### src/rtl/txs_pkg.sv
package txs_pkg;
   localparam int TXS_GAIN_W     = 6;
   localparam int TXS_CUR_W      = 2;
   localparam int TXS_GAIN_FLOOR = 5;
   localparam int TXS_CUR_DEF    = 3;
   localparam int TXS_SYNC_N     = 2;
endpackage

### src/rtl/txs_sync.sv
module txs_sync #(
   parameter int STAGES = 2
) (
   input  logic clk,
   input  logic rst_n,
   input  logic d_async,
   output logic q_sync
);
   initial begin
      assert (STAGES >= 2) else $error("txs_sync: STAGES must be at least 2");
   end

   logic [STAGES-1:0] chain;

   generate
      for (genvar i = 0; i < STAGES; i++) begin : g_flop
         if (i == 0) begin : g_first
            always_ff @(posedge clk or negedge rst_n) begin
               if (!rst_n) chain[0] <= 1'b0;
               else        chain[0] <= d_async;
            end
         end else begin : g_next
            always_ff @(posedge clk or negedge rst_n) begin
               if (!rst_n) chain[i] <= 1'b0;
               else        chain[i] <= chain[i-1];
            end
         end
      end
   endgenerate

   assign q_sync = chain[STAGES-1];
endmodule

### src/rtl/txs_stage.sv
module txs_stage #(
   parameter int GAIN_W  = 6,
   parameter int CUR_W   = 2,
   parameter int CUR_DEF = 3,
   localparam int WORD_W = GAIN_W + CUR_W
) (
   input  logic              clk,
   input  logic              rst_n,
   input  logic              soft_rst,
   input  logic              wr,
   input  logic [WORD_W-1:0] wdata,
   output logic [GAIN_W-1:0] nxt_gain,
   output logic [CUR_W-1:0]  nxt_cur
);
   logic [GAIN_W-1:0] stg_gain;
   logic [CUR_W-1:0]  stg_cur;

   // current in the upper field, gain in the lower field
   always_comb begin
      if (wr) begin
         nxt_gain = wdata[GAIN_W-1:0];
         nxt_cur  = wdata[WORD_W-1:GAIN_W];
      end else begin
         nxt_gain = stg_gain;
         nxt_cur  = stg_cur;
      end
   end

   always_ff @(posedge clk or negedge rst_n) begin
      if (!rst_n) begin
         stg_gain <= '1;
         stg_cur  <= CUR_W'(CUR_DEF);
      end else if (soft_rst) begin
         stg_gain <= '1;
         stg_cur  <= CUR_W'(CUR_DEF);
      end else begin
         stg_gain <= nxt_gain;
         stg_cur  <= nxt_cur;
      end
   end

   p_wr_capture_r3: assert property (@(posedge clk) disable iff (!rst_n)
      (wr && !soft_rst) |=> (stg_cur == $past(wdata[WORD_W-1:GAIN_W])));
endmodule

### src/rtl/txs_active.sv
module txs_active #(
   parameter int GAIN_W     = 6,
   parameter int CUR_W      = 2,
   parameter int GAIN_FLOOR = 5,
   parameter int CUR_DEF    = 3
) (
   input  logic              clk,
   input  logic              rst_n,
   input  logic              soft_rst,
   input  logic              load,
   input  logic [GAIN_W-1:0] ld_gain,
   input  logic [CUR_W-1:0]  ld_cur,
   input  logic              tx_lvl,
   output logic [GAIN_W-1:0] gain_act,
   output logic [CUR_W-1:0]  cur_act,
   output logic              amp_en
);
   localparam logic [GAIN_W-1:0] FLOOR_C = GAIN_W'(GAIN_FLOOR);

   logic [GAIN_W-1:0] gain_clamped;

   generate
      if (GAIN_FLOOR > 0) begin : g_clamp
         assign gain_clamped = (ld_gain < FLOOR_C) ? FLOOR_C : ld_gain;
      end else begin : g_pass
         assign gain_clamped = ld_gain;
      end
   endgenerate

   always_ff @(posedge clk or negedge rst_n) begin
      if (!rst_n) begin
         gain_act <= '1;
         cur_act  <= CUR_W'(CUR_DEF);
         amp_en   <= 1'b0;
      end else begin
         amp_en <= tx_lvl;
         if (soft_rst) begin
            gain_act <= '1;
            cur_act  <= CUR_W'(CUR_DEF);
         end else if (load) begin
            gain_act <= gain_clamped;
            cur_act  <= ld_cur;
         end
      end
   end

   p_gain_floor_r6: assert property (@(posedge clk) disable iff (!rst_n)
      gain_act >= FLOOR_C);

   p_joint_update_r10: assert property (@(posedge clk) disable iff (!rst_n)
      (!load && !soft_rst) |=> ($stable(gain_act) && $stable(cur_act)));
endmodule

### src/rtl/txen_settings_stage.sv
module txen_settings_stage #(
   parameter int GAIN_W     = txs_pkg::TXS_GAIN_W,
   parameter int CUR_W      = txs_pkg::TXS_CUR_W,
   parameter int GAIN_FLOOR = txs_pkg::TXS_GAIN_FLOOR,
   parameter int CUR_DEF    = txs_pkg::TXS_CUR_DEF,
   parameter int SYNC_N     = txs_pkg::TXS_SYNC_N,
   localparam int WORD_W    = GAIN_W + CUR_W
) (
   input  logic              clk,
   input  logic              rst_n,
   input  logic              cfg_wr,
   input  logic [WORD_W-1:0] cfg_wdata,
   input  logic              cs_n,
   input  logic              tx_en_in,
   input  logic              soft_rst,
   output logic [GAIN_W-1:0] gain_act,
   output logic [CUR_W-1:0]  cur_act,
   output logic              amp_en
);
   initial begin
      assert (GAIN_W >= 1 && CUR_W >= 1) else $error("field widths must be positive");
      assert (GAIN_FLOOR < (1 << GAIN_W)) else $error("GAIN_FLOOR exceeds gain range");
      assert (CUR_DEF < (1 << CUR_W)) else $error("CUR_DEF exceeds current range");
   end

   logic tx_s, tx_d, tx_rise;
   logic cs_q, cs_rise;
   logic load;
   logic [GAIN_W-1:0] nxt_gain;
   logic [CUR_W-1:0]  nxt_cur;

   txs_sync #(.STAGES(SYNC_N)) u_sync (
      .clk(clk), .rst_n(rst_n), .d_async(tx_en_in), .q_sync(tx_s));

   always_ff @(posedge clk or negedge rst_n) begin
      if (!rst_n) begin
         tx_d <= 1'b0;
         cs_q <= 1'b1;
      end else begin
         tx_d <= tx_s;
         cs_q <= cs_n;
      end
   end

   assign tx_rise = tx_s & ~tx_d;
   assign cs_rise = cs_n & ~cs_q;
   assign load    = (cs_rise & tx_s) | tx_rise;

   txs_stage #(.GAIN_W(GAIN_W), .CUR_W(CUR_W), .CUR_DEF(CUR_DEF)) u_stage (
      .clk(clk), .rst_n(rst_n), .soft_rst(soft_rst), .wr(cfg_wr),
      .wdata(cfg_wdata), .nxt_gain(nxt_gain), .nxt_cur(nxt_cur));

   txs_active #(.GAIN_W(GAIN_W), .CUR_W(CUR_W), .GAIN_FLOOR(GAIN_FLOOR),
                .CUR_DEF(CUR_DEF)) u_active (
      .clk(clk), .rst_n(rst_n), .soft_rst(soft_rst), .load(load),
      .ld_gain(nxt_gain), .ld_cur(nxt_cur), .tx_lvl(tx_s),
      .gain_act(gain_act), .cur_act(cur_act), .amp_en(amp_en));

   p_frame_commit_r2: assert property (@(posedge clk) disable iff (!rst_n)
      (cs_rise && tx_s && !soft_rst) |=> (cur_act == $past(nxt_cur)));

   p_hold_while_off_r3: assert property (@(posedge clk) disable iff (!rst_n)
      (!tx_s && !soft_rst) |=> ($stable(gain_act) && $stable(cur_act)));

   p_enable_reload_r4: assert property (@(posedge clk) disable iff (!rst_n)
      (tx_rise && !soft_rst) |=> (amp_en && cur_act == $past(nxt_cur)));

   p_soft_default_r7: assert property (@(posedge clk) disable iff (!rst_n)
      soft_rst |=> (gain_act == '1 && cur_act == CUR_W'(CUR_DEF)));
endmodule

### config.mk
export PLATFORM = sky130hd
export DESIGN_NAME = txen_settings_stage
export DESIGN_NICKNAME = d
export VERILOG_FILES = /design/src/rtl/txs_pkg.sv /design/src/rtl/txs_sync.sv /design/src/rtl/txs_stage.sv /design/src/rtl/txs_active.sv /design/src/rtl/txen_settings_stage.sv
export SDC_FILE = /design/constraint.sdc
export NUM_CORES = 1
export LEC_CHECK = 0
export BUFFER_PORTS_ARGS = -buffer_cell sky130_fd_sc_hd__buf_2
export CORE_AREA = 5 5 49 51
export DETAILED_ROUTE_END_ITERATION = 10
export DIE_AREA = 0 0 54 56
export GPL_TIMING_DRIVEN = 0
export PLACE_DENSITY = 0.76
export SYNTH_ARGS = -nofsm -noshare
export SYNTH_HDL_FRONTEND = slang
export SYNTH_HIERARCHICAL = 1
export SYNTH_SLANG_ARGS = --single-unit
### constraint.sdc
create_clock -name clk -period 1.6 [get_ports clk]
set_clock_uncertainty 0.15 [all_clocks]
set_input_delay 0.24 -clock clk [delete_from_list [all_inputs] [get_ports clk]]
set_output_delay 0.24 -clock clk [all_outputs]
set_load 0.1 [all_outputs]
==> results.txt, run 1 <==
The flow ran to the end, and the final reports show no timing, DRC or antenna violations. The setup path with the least slack is of type in2reg. The row count came out at 16. The count of synthesis-stage warnings from yosys is 6. The net total in the final layout is 109. For the worst setup path, the data arrival time is 1.63 ns.

The biggest area contributor in the post-synthesis netlist is sky130_fd_sc_hd__dfstp_2. The number of antenna violations at the first check in global routing is 0. The amount of wire on met2 after detailed routing came out at 956 um. The min-delay analysis places its worst path in the category in2reg. The total die area is 3020 um2.

The post-placement setup slack is -0.0281 ns. The share of Yosys cell area claimed by the top area cell type came out at 50.4%. The most common library cell in the layout ignoring fill and taps is sky130_fd_sc_hd__dfstp_2.

Buffers placed on the I/O ports in this run total 21. The starting density of the core came out at 46.6%. The total DRC errors in the routed layout is 0. The floorplan step set the die width to 54 um. The maximum fanout encountered on the critical timing path came out at 7. The global-route usage over all layers is 13.5%.

The worst hold path was traced through 2 stages. Once detailed placement completed, the half-perimeter wirelength came to 1220 um. After detailed placement, the total cell area comes to 1030 um2.

Buffers inserted during clock tree synthesis total 3. A synthesized cell averages 13.9 um2. The clock tree from TritonCTS is yes. Headroom to the max-slew limit came out at 67.8%. The via count of the first global-routing pass is 650. For this run, the leading register cell type out of synthesis is sky130_fd_sc_hd__dfstp_2. The total via count after detailed routing is 588. The vertical die dimension is 56 um. The worst hold slack after final layout came out at 0.0802 ns. The length of routed wiring on met1 came out at 675 um. Total power for the finished layout comes to 0.00112 W. The number of levels in the clock H-tree is 1.

Clock-pin slew was measured on the worst setup and hold paths at 0.12 ns. The area used by multi-input combinational logic is 340 um2. Across all setup checks in the final design, the least slack found is 0.0662 ns. The number of nets with antenna violations after routing came out at 0.

The number of optimization iterations in the first detailed-route pass is 4. After synthesis the netlist holds a flip-flop and latch count of 21. The cell with the biggest individual delay on the critical path is sky130_fd_sc_hd__dlygate4sd3_1. The number of different library cells used by synthesis comes to 19. The post-synthesis sequential area ratio came out at 61.6%. The routed wire length on met3 came out at 71 um.

Setup repair after global routing left no endpoint under its margin. Once layout is done, the placed cells without fillers occupy 1140 um2. The sequential cell area came out at 547 um2. The filler cells instantiated in the layout total 154. The instance count of the mapped netlist came out at 64.

The overall routed net length came out at 1750 um. The region available for standard cell placement spans 1900 um2. After synthesis, the share of flip-flops with an asynchronous set or reset is 100%. The post-route fraction of the period consumed by the critical path is 95.9%. Setup violations remaining at the end of the flow were counted as 0. The post-synthesis net count is 78. The total number of clock tree sinks came out at 21. The aggregate global routing overflow came out at 0. In the post-synthesis netlist, the biggest area contributors are sky130_fd_sc_hd__dfstp_2, sky130_fd_sc_hd__mux2_4, sky130_fd_sc_hd__dfrtp_1.

The cell area that synthesis handed to floorplanning was 887 um2. The count of final hold-check violations was 0. The pin count of the biggest net entering global routing came out at 22. The first global-routing pass estimated 3000 um of wire. In this run the top signal layer used is met4.

The final weighted congestion in routability-driven placement came out at 0.794. The proportion of layout cells with a drive suffix above 1 is 59.6%. STA classifies the critical path startpoint as an input port.

Using the TritonRoute via totals, the vias-per-cell ratio works out to 4.86. The transition time at the pin with the least slew margin came out at 0.486 ns. On the worst path, the slowest cell contributes a delay of 0.54 ns. The number of enable flip-flop cells after synthesis came out at 0. The longest clock path from root to sink contains 2 buffers. The count of max-cap constraint violations came out at 0. The depth of the worst register-to-register path came out at 5. Traced cell by cell, the critical path runs through dlygate4sd3_1, buf_2, nand2b_4, a21boi_4, buf_4, and2_1, a211o_1.

For the worst-skew pair, the clock arrives at the later sink with an insertion delay of 0.30 ns. Power spread over the standard cell area amounts to 985 nW/um2. The total I/O pin count is 23. The cell at the root of the clock tree is sky130_fd_sc_hd__clkbuf_4. Based on the critical path, the design can be clocked at up to 652 MHz.

The required time reported for the critical path endpoint is 1.69 ns. The maximum vdd drop is 0.468 mV. The number of DRC violations after detailed-routing iteration 0 came out at 8. The minimum clock period after layout came out at 1.53 ns. The static power due to leakage came out at 0.503 nW.

The critical path endpoint category is a flip-flop. The average routed wire per standard cell came out at 14.4 um. Compared with the post-synthesis result, the final layout area differs by 28.5%.

The number of diodes added for antenna fixing is 0. In the layout the commonest cells are sky130_fd_sc_hd__dfstp_2, sky130_fd_sc_hd__buf_2, sky130_fd_sc_hd__buf_4. The final max-slew violation count was 0.
## timing repair
item / in CTS / in global routing
buffers inserted: 0 / 2
gates resized for setup: 9 / 2
hold buffers: 3 / 0
pin swaps: 0 / 1
endpoints found under the hold margin: 6 / 0
endpoints found under the setup margin: 14 / 7
## state kept, by name, indices dropped and copies added (netlist names)
name	cells
u_stage/stg_cur	2
u_sync/q_sync	1
u_stage/stg_gain	6
u_active/amp_en	1
u_sync/chain	1
tx_d	1
cs_q	1
u_active/gain_act	6
u_active/cur_act	2
## stage by stage
step / std cells / TNS (ns) / utilization (%)
2_1_floorplan: 64 / 0 / -
3_3_place_gp: 112 / -0.132 / 53.9
3_5_place_dp: 112 / -0.138 / 53.9
4_1_cts: 119 / 0 / 58.4
5_1_grt: 121 / 0 / 59.9
6_report: 121 / 0 / 59.9
## power by group
group	internal (W)	switching, W
combinational	0.0000911	0.000180
sequential	0.000582	0.0000142
clock	0.0000952	0.000160
total	0.000769	0.000354
## final cells by class
cell class	instances	share of cell area (%)
Buffer	2	1.32
Clock buffer	3	1.98
Clock inverter	1	0.659
Inverter	1	0.329
Multi-Input combinational cell	40	29.9
Sequential cell	21	48.0
Tap cell	27	2.96
Timing Repair Buffer	26	14.9
## worst paths after layout
check	from	endpoint	slack [ns]
worst max-delay path	cs_n	u_active/gain_act[5]	0.07
worst min-delay path	soft_rst	u_stage/stg_gain[3]	0.08
worst max register to register	cs_q	u_active/gain_act[5]	0.10
worst min register to register	u_sync/chain[0]	u_sync/q_sync	0.23
max in group asynchronous	rst_n	u_active/gain_act[3]	0.70
min in group asynchronous	rst_n	u_sync/chain[0]	0.26
## cells in the mapped netlist, types with 2 or more instances
library cell	n
sky130_fd_sc_hd__a211o_1	5
sky130_fd_sc_hd__and2_1	5
sky130_fd_sc_hd__dfrtp_1	4
sky130_fd_sc_hd__dfstp_2	17
sky130_fd_sc_hd__mux2_4	8
sky130_fd_sc_hd__nand2_1	2
sky130_fd_sc_hd__nor2_1	2
sky130_fd_sc_hd__nor3_1	3
sky130_fd_sc_hd__or2_1	8
## routing by layer
| metal | GRT usage, % | vias up |
|---|---|---|
| li1 | - | 281 |
| met1 | 15.1 | 287 |
| met2 | 23.4 | 16 |
| met3 | 1.07 | 4 |
| met4 | 8.54 | 0 |
| met5 | 0 | - |
## logic make-up after synthesis
group,share of synthesized area [%]
AO/OA/AOI/OAI,9.45
flip-flops,61.6
multiplexers,13.5
buffers and inverters,2.11
AND/OR/NAND/NOR,13.3
## worst max-delay path, delay by kind of cell
| family | cells | cell delay [ns] |
|---|---|---|
| buf+inv | 3 | 0.83 |
| compound gates | 2 | 0.33 |
| simple gates | 2 | 0.22 |
No activity file was read; power rests on OpenSTA's default activity.
==> run 2: changes to the inputs <==
CORE_AREA = 5 5 48 50   (was 5 5 49 51)
DIE_AREA = 0 0 53 55   (was 0 0 54 56)
SYNTH_HIERARCHICAL = not set   (was 1)
==> run 2 against run 1 <==
Combinational power increased by 5%. Via count up 6.8%. Cell count up 5.8%. Area after synthesis shrank 4.9%. Critical path depth down 2. Register-to-register slack hardly changed. Sequential power decreased by 3%. Synthesized cell count grew 13%. Utilization is 1.5 points lower. Die area fell by 3.6%.
==> results.txt, run 2 <==
The unique cell type count in the Yosys netlist came out at 22. The clock latency reported for the late side of the worst-skew pair came out at 0.31 ns. The total I/O pin count is 23.

The maximum fanout encountered on the critical timing path came out at 6. Using the TritonRoute via totals, the vias-per-cell ratio works out to 4.91. The critical path endpoint category is a flip-flop. After synthesis, the largest area contributor takes up 53.0% of total cell area. Leaving out fill and tap cells, the most frequent cells in the layout are sky130_fd_sc_hd__dfstp_2, sky130_fd_sc_hd__nand2_1, sky130_fd_sc_hd__buf_2. The worst-case IR drop observed on VDD is 0.599 mV. The die outline width is 53 um. The vertical die dimension is 55 um.

The sequential cell area came out at 526 um2. In the synthesized netlist the dominant register cell turns out to be sky130_fd_sc_hd__dfstp_2. The number of antenna violations at the first check in global routing was 0. Overall power consumption after layout is estimated at 0.00116 W. The TritonCTS buffer count is 3. Of the total synthesized cell area, the portion taken by full adders, half adders and majority gates is 0%.

The switching part of the total power came out at 32.8%. The number of DRC violations after detailed-routing iteration 0 is 4. By area, the combinational part of the netlist is dominated by simple AND/OR/NAND/NOR gates. The via count of the first global-routing pass came out at 647. The average routed wire per standard cell came out at 13.2 um. The worst slew slack as a fraction of its limit came out at 67.9%. The post-DP HPWL came out at 1230 um. The post-synthesis net count came out at 86. The area used by multi-input combinational logic came out at 299 um2.

The class of the most critical setup path is in2reg. The area fraction in and, or, nand and nor cells after synthesis is 14.5%. The cell area after synthesis is 843 um2. The final max-slew violation count is 0. The count of final hold-check violations is 0. The switching power of the nets is 0.000380 W. The die covers 2920 um2. The number of nets with antenna violations after routing came out at 0. The number of fillers in the final layout is 174.

The standard cell core area is 1860 um2. The post-route fraction of the period consumed by the critical path is 96.2%. The global-route usage over all layers came out at 13.7%. The setup TNS is 0 ns. The aggregate global routing overflow came out at 0. The cell area power density came out at 1070 nW/um2.

TritonCTS built the clock tree. Relative to the synthesized area, the layout overhead comes to 28.9%. In this run the number of H-tree levels came out at 1. The initial utilization of the core area, before any placement, comes to 45.3%. The first-pass GRT wire length is 2840 um.

The share of synthesized area spent on multiplexers came out at 7.12%. Internal power comes to 0.000779 W. The final weighted congestion in routability-driven placement is 0.774. The post-synthesis sequential area ratio is 61.9%. The clock transition at the register clock pins on the worst setup and hold paths after CTS came out at 0.11 ns.

Before antenna repair, the detailed router went through 4 iterations. No sink is reached through more buffers than the 2 on the longest clock path. The post-route netlist has 48.5% of its cells at a drive strength greater than 1. The number of enable flip-flop cells after synthesis is 0. The synthesized netlist devotes 12.9% of its cell area to compound gates. After detailed placement, the total cell area comes to 991 um2. The xor-xnor portion of the synthesized cell area is 0%.

By area the synthesized netlist is led by sky130_fd_sc_hd__dfstp_2, sky130_fd_sc_hd__dfrtp_1, sky130_fd_sc_hd__mux2i_1. The total DRC errors in the routed layout is 0. The biggest area contributor in the post-synthesis netlist is sky130_fd_sc_hd__dfstp_2. The count of synthesis-stage warnings from yosys came out at 0.

The finished cells cover 1090 um2. The minimum clock period after layout came out at 1.54 ns. The final number of setup-violating endpoints came out at 0. The net total in the final layout came out at 116.

The row count came out at 16. The flow ran to the end, and the final reports show no timing, DRC or antenna violations. The share of power burned in registers is 50.2%.

The library cell used most frequently in the layout, excluding fill and tap cells, is sky130_fd_sc_hd__dfstp_2. The share of synthesized flip-flops with an asynchronous set or reset is 100%. The worst setup path is launched from an input port.

Ranked by instance count, the synthesized netlist is headed by sky130_fd_sc_hd__dfstp_2, sky130_fd_sc_hd__nand2_1, sky130_fd_sc_hd__mux2i_1, sky130_fd_sc_hd__o211ai_1, sky130_fd_sc_hd__o21ai_0. The static power due to leakage is 0.486 nW. The combinational share of power came out at 24.6%. The count of max-cap constraint violations is 0. Setup repair after global routing left no endpoint under its margin. The critical path data arrival time is 1.64 ns. The most frequently used cell type in the post-synthesis netlist is sky130_fd_sc_hd__dfstp_2. The pin count of the biggest net entering global routing is 21. The overall routed net length is 1690 um. The total via count after detailed routing came out at 628. Cells fill 58.4% of the core in the end. The transition time at the pin with the least slew margin is 0.485 ns. The register bit count reported by yosys came out at 20.

The number of diodes added for antenna fixing came out at 0. The largest registers in the layout are u_active.gain_act x6, u_stage.stg_gain x6. The number of buffers added on ports is 22. The clock network power share came out at 25.2%. A synthesized cell averages 11.7 um2. The instance count of the mapped netlist is 72. The tree built by TritonCTS fans out to 20 sinks. The class of the tightest hold or removal check is in2reg.

At the worst endpoint, the required time is 1.70 ns. The cell at the root of the clock tree is sky130_fd_sc_hd__clkbuf_4. The maximum clock frequency is 650 MHz.
-- run 2: cell count changes after synthesis, sizes merged, moves of 2 or more --
cell | before | now
or2 | 8 | 0
o21ai | 1 | 5
and2 | 5 | 0
inv | 1 | 3
mux2i | 0 | 6
o211ai | 0 | 4
a211o | 5 | 0
nand3 | 0 | 2
nand2 | 2 | 15
mux2 | 8 | 0
-- run 2: metal layers --
| metal | vias up | part of all wire (%) | track usage (%) |
|---|---|---|---|
| li1 | 309 | - | - |
| met1 | 296 | 46 | 16.9 |
| met2 | 18 | 46 | 21.7 |
| met3 | 5 | 6.3 | 4.02 |
| met4 | 0 | 2.3 | 7.66 |
| met5 | - | 0 | 0 |
-- run 2: final cells by class --
cell class / instances / area share [%]
sequential: 20 / 48.3
multi-input combinational: 47 / 27.5
timing repair buffer: 25 / 15.0
clock buffer: 4 / 3.34
tap: 27 / 3.11
buffer: 2 / 1.73
inverter: 3 / 1.04
-- run 2: per-stage QoR --
| step | hold slack (ns) | setup WS [ns] | cells |
|---|---|---|---|
| final | 0.00853 | 0.0605 | 128 |
| after global routing | 0.0123 | 0.0129 | 128 |
| after CTS | 0.00839 | 0.0426 | 128 |
| after detailed placement | 0.0538 | 0.171 | 121 |
| after global placement | 0.0476 | 0.189 | 121 |
| after floorplan | -0.206 | 0.0141 | 72 |
-- run 2: critical path: stages --
cell	delay, ns
sky130_fd_sc_hd__dlygate4sd3_1	0.56
sky130_fd_sc_hd__nor2b_4	0.15
sky130_fd_sc_hd__o21a_4	0.23
sky130_fd_sc_hd__or3_1	0.34
sky130_fd_sc_hd__o31a_1	0.11
-- run 2: logic make-up (layout without fill, tap and decap cells) --
family                 Yosys count  count (layout)
buffers and inverters            5              34
DFF                             20              20
muxes                            6               6
AOI/OAI and AO/OA               15              15
and+or+nand+nor                 26              26
-- run 2: what timing repair did --
action	CTS	global route
setup buffers	0	1
gates resized for setup	8	1
endpoints found under the setup margin	8	4
cloned	0	0
hold endpoints to repair	5	0
hold buffers	3	0
pin swaps	0	2
-- run 2: power groups by stage --
stage                     clock network [W]  logic [W]  registers (W)
after floorplan                           0  0.0000682       0.000726
after global placement                    0   0.000265       0.000586
after detailed placement                  0   0.000267       0.000588
after CTS                          0.000295   0.000284       0.000581
after global routing               0.000325   0.000304       0.000587
final                              0.000292   0.000285       0.000582
-- run 2: final timing paths --
kind | startpoint | to | slack [ns] | cells past startpoint
hold / removal | soft_rst | u_active.gain_act[1] | 0.009 | 2
setup reg to reg | cs_q | u_active.gain_act[0] | 0.10 | 4
setup / recovery | cs_n | u_active.gain_act[0] | 0.06 | 5
max in group asynchronous | rst_n | u_active.gain_act[4] | 0.74 | 2
min in group asynchronous | rst_n | u_active.amp_en | 0.24 | 2
hold reg to reg | u_sync.chain[0] | u_sync.q_sync | 0.22 | 0
